==> src/rtl/strap_pinmux.sv <==
module strap_pinmux #(
  parameter int SYNC = 2
) (
  input  logic       clk,
  input  logic       rst_n,
  input  logic       suspend,
  input  logic       spi_off,
  input  logic       twi_en,
  input  logic       spi_sck,
  input  logic       spi_mosi,
  output logic       spi_miso,
  input  logic [1:0] gpio_dir,
  input  logic [1:0] gpio_out,
  input  logic [1:0] gpio_irq_en,
  input  logic [1:0] irq_clr,
  input  logic [1:0] twi_low,
  output logic [1:0] pin_in,
  output logic       speed_fast,
  output logic [1:0] gpio_irq,
  input  logic [2:0] pad_i,
  output logic [2:0] pad_o,
  output logic [2:0] pad_oe,
  output logic [2:0] pad_pd
);
  logic [1:0] rst_q;
  logic       done;
  logic       strap;
  logic       gpio_mode;
  logic [1:0] irq_set;

  always_ff @(posedge clk or negedge rst_n)
    if (!rst_n) rst_q <= 2'b00;
    else        rst_q <= {rst_q[0], 1'b1};

  always_ff @(posedge clk or negedge rst_n)
    if (!rst_n) begin
      done  <= 1'b0;
      strap <= 1'b0;
    end else if (rst_q[1] && !done) begin
      done  <= 1'b1;
      strap <= pin_in[1];
    end

  assign speed_fast = strap;
  assign spi_miso   = pad_i[2];
  assign gpio_mode  = done & spi_off & ~twi_en;

  for (genvar g = 0; g < 2; g++) begin : g_line
    logic [SYNC-1:0] sy;
    logic            prev;
    always_ff @(posedge clk) begin
      sy   <= {sy[SYNC-2:0], pad_i[g]};
      prev <= sy[SYNC-1];
    end
    assign pin_in[g]  = sy[SYNC-1];
    assign irq_set[g] = gpio_mode & ~gpio_dir[g] & gpio_irq_en[g] & sy[SYNC-1] & ~prev;
    always_ff @(posedge clk or negedge rst_n)
      if (!rst_n) gpio_irq[g] <= 1'b0;
      else        gpio_irq[g] <= irq_set[g] | (gpio_irq[g] & ~irq_clr[g]);
  end

  always_comb begin
    pad_o  = 3'b000;
    pad_oe = 3'b000;
    pad_pd = 3'b100;
    if (!done) begin
      pad_oe[0] = 1'b1;
      pad_pd[1] = 1'b1;
    end else begin
      if (twi_en) begin
        pad_oe[1:0] = twi_low;
      end else if (spi_off) begin
        pad_o[1:0]  = gpio_out;
        pad_oe[1:0] = gpio_dir;
      end else begin
        pad_o[1:0]  = {spi_mosi, spi_sck};
        pad_oe[1:0] = 2'b11;
      end
      if (suspend) begin
        pad_o[1]  = 1'b0;
        pad_oe[1] = ~strap;
      end
    end
  end
endmodule


==> config.mk <==
export PLATFORM = sky130hd
export DESIGN_NAME = strap_pinmux
export DESIGN_NICKNAME = d
export VERILOG_FILES = /design/src/rtl/strap_pinmux.sv
export SDC_FILE = /design/constraint.sdc
export NUM_CORES = 1
export LEC_CHECK = 0
export BUFFER_PORTS_ARGS = -buffer_cell sky130_fd_sc_hd__buf_2
export CAP_MARGIN = 20
export CORE_AREA = 2 2 39 41
export DETAILED_ROUTE_END_ITERATION = 10
export DIE_AREA = 0 0 41 43
export PLACE_DENSITY = 0.75
export SYNTH_ARGS = -nofsm -noshare
export SYNTH_HDL_FRONTEND = slang
export SYNTH_SLANG_ARGS = --single-unit
==> constraint.sdc <==
create_clock -name clk -period 1.7 [get_ports clk]
set_clock_uncertainty 0.15 [all_clocks]
set_input_delay 0.085 -clock clk [delete_from_list [all_inputs] [get_ports clk]]
set_output_delay 0.085 -clock clk [all_outputs]
set_load 0.03 [all_outputs]
==> flow_summary.yaml <==
global_route:
  grt_usage_pct: 11.8
  grt_pass1_wl_um: 1380
  antenna_found_initial: 0
  grt_max_degree: 7
  overflow: 0
  grt_pass1_vias: 374
logic_synthesis:
  syn_inst: 45
  yosys.area.top_type: "dfrtp_1"
  synth.top_cell.area_share_pct: 29.6
  async_flop_share_pct: 50.0
  synth-main-ff-cell: "dfxtp_1"
  yosys-top-cells-area: "dfrtp_1 30%, dfxtp_1 24%, buf_4 10%"
  yosysSeqAreaShare_pct: 53.3
  yosysMostFrequentCell: "buf_4"
  synthTopCellsByCount: "7 x buf_4, 6 x dfrtp_1, 6 x dfxtp_1"
  synth_edf_count: 0
  ys_ff_latch: 12
  yosys_warnings: 0
  synth_area_um2: 507
  synth_cell_types: 19
  syn_area_per_cell_um2: 11.3
pwr:
  swShare_pct: 25.5
  seqPwrFrac_pct: 52.3
  ir_drop_v: 0.000468
  p_leak_nw: 0.382
  p_int_uw: 431
  p_sw_uw: 148
  power_density_nw_per_um2: 765
  power.clock.fraction_pct: 26.8
  comb_power_share_pct: 20.9
setup_path:
  cp_top_family: "buffers and inverters"
  cp-end-kind: "register"
  start_kind: "register"
  critPathLaunch: "g_line[0].prev$_DFF_P_"
  cp.required_ns: 1.75
  path_max_fanout: 1
  slowest_stage: "dlygate4sd3_1"
  cp_cell_sequence: "or3b_1, o32ai_2, dlygate4sd3_1"
  rr_worst_depth: 3
  r2r-end: "gpio_irq[0]$_DFF_PN0_"
  r2r-start: "g_line[0].prev$_DFF_P_"
  ff2ff_setup_slack_ns: 0.08
  endpoint: "gpio_irq[0]$_DFF_PN0_"
  cp.depth: 3
  arrival_ns: 1.67
  worst-setup-path-type: "reg -> reg"
  critical_path.n_buffers_inverters: 1
  slowest_delay_ns: 0.57
timing:
  layout_min_cycle_time_ns: 1.62
  setup_viol: 0
  tns_ns: 0
  hold_ws_ns: 0.0200
  rsz0062_at_grt: "no"
  fmax_mhz: 617
  hold_viol_final: 0
  period_share_pct: 95.4
  finalMaxSlewViolations: 0
cells_and_area:
  syn_to_final_growth_pct: 49.4
  n_antenna_cell: 0
  nets: 104
  fillers: 136
  drive_gt1_share_pct: 45.1
  fin_area_um2: 757
placed_design:
  io_buffers: 28
  post_dp_cell_area_um2: 633
  post-dp-hpwl_um: 706
  finalWeightedCongestion: 0.658
worst_hold_path:
  min-delay-path-class: "in -> out"
  min_path_cells: 0
routing:
  drt_iter0_drc: 0
  routed-via-count: 428
  avgRoutedWirePerCell_um: 9.14
  avgViaCountPerCell: 4.37
  drc: 0
  routed_wl_um: 896
  antenna_left: 0
  drt_first_pass_iters: 1
cts:
  path_clk_slew_ns: 0.06
  ctsHtreeMaxLevel: 1
  cts-buffers-inserted: 3
  cts_tree: "built"
  clock-sinks: 12
  cts_buffer_depth: 2
  clkLatencyLatePin_ns: 0.26
  clockRootBuffer: "clkbuf_4"
die:
  die_area_um2: 1760
  io_pins: 35
  die_w_um: 41
  initial_utilization_pct: 36.6
  die_y_um: 43
  core-area_um2: 1380
  rows: 14
flow_run:
  drv_cap: 0
run_status:
  status: "completed"
-- metrics by stage --
stage / util, % / total power, mW / worst slack, ns / std cells
after global placement: 45.8 / 0.413 / 0.467 / 85
after detailed placement: 45.8 / 0.415 / 0.398 / 85
after global routing: 54.7 / 0.615 / 0.0138 / 98
after CTS: 54.6 / 0.593 / 0.0395 / 98
after floorplan: - / 0.386 / 0.150 / 48
final: 54.7 / 0.579 / 0.0779 / 98
-- logic make-up after synthesis --
family | share of synthesized area (%)
buf+inv | 12.6
compound gates | 9.13
mux | 6.17
other cells | 1.48
flops | 53.3
simple gates | 17.3
-- registers in the layout (all words and copies together), names as in the netlist --
name / cells
gpio_irq: 2
speed_fast: 1
done: 1
g_line.prev: 2
rst_q: 2
g_line.sy: 4
-- layout make-up --
class                      instances  area (um2)  area share [%]
timing repair buffer              38         240            31.7
sequential                        12         272            35.9
inverter                           3        11.3            1.49
clock buffer                       3        22.5            2.98
tap                               16        20.0            2.64
multi-input combinational         26         191            25.3
-- power groups by stage --
stage / logic (mW) / clock network (mW) / registers (mW)
floorplan: 0.0705 / 0 / 0.316
global placement: 0.105 / 0 / 0.308
detailed placement: 0.105 / 0 / 0.309
CTS: 0.122 / 0.167 / 0.303
global route: 0.131 / 0.179 / 0.305
finish: 0.121 / 0.155 / 0.303
-- worst reg2reg max path, stage by stage (launching register included) --
cell and delay [ns]:
dfxtp_1 0.29, or3b_1 0.35, o32ai_2 0.19, dlygate4sd3_1 0.57
-- worst min path at each step --
stage / start / slack [ns] / to
6_report: pad_i[2] / 0.02 / spi_miso
5_1_grt: pad_i[2] / 0.02 / spi_miso
4_1_cts: pad_i[2] / 0.02 / spi_miso
3_5_place_dp: rst_n / -0.24 / rst_q[0]$_DFF_PN0_
3_3_place_gp: rst_n / -0.24 / rst_q[0]$_DFF_PN0_
2_1_floorplan: rst_n / -0.36 / done$_DFFE_PN0P_
-- per-layer routing --
| metal | track usage (%) | wire length, um | up-vias |
|---|---|---|---|
| li1 | - | - | 215 |
| met1 | 12.7 | 370 | 191 |
| met2 | 18.8 | 438 | 22 |
| met3 | 3.14 | 87 | 0 |
| met4 | 8.00 | 0 | 0 |
| met5 | 0 | 0 | - |
-- layout by cell type (no fill, tap or decap), drive strengths merged --
cell type,synthesis,routed
buf,7,28
dlygate4sd3,0,10
dfxtp,6,6
dfrtp,6,6
conb,2,5
inv,3,3
clkbuf,0,3
nand2b,2,2
mux2i,2,2
nand2,2,2
or3b,2,2
o32ai,2,2
nor3b,2,2
nor2b,2,2
nor2,1,1
nand3b,1,1
o41ai,1,1
o21ai,1,1
nor3,1,1
or2,1,1
mux2,1,1
-- repair_timing --
item	4_1_cts	5_1_grt
endpoints found under the hold margin	10	0
endpoints found under the setup margin	0	1
gates resized for setup	0	1
buffers inserted	0	0
hold buffers	10	0
(Power assumes the default switching activity.)
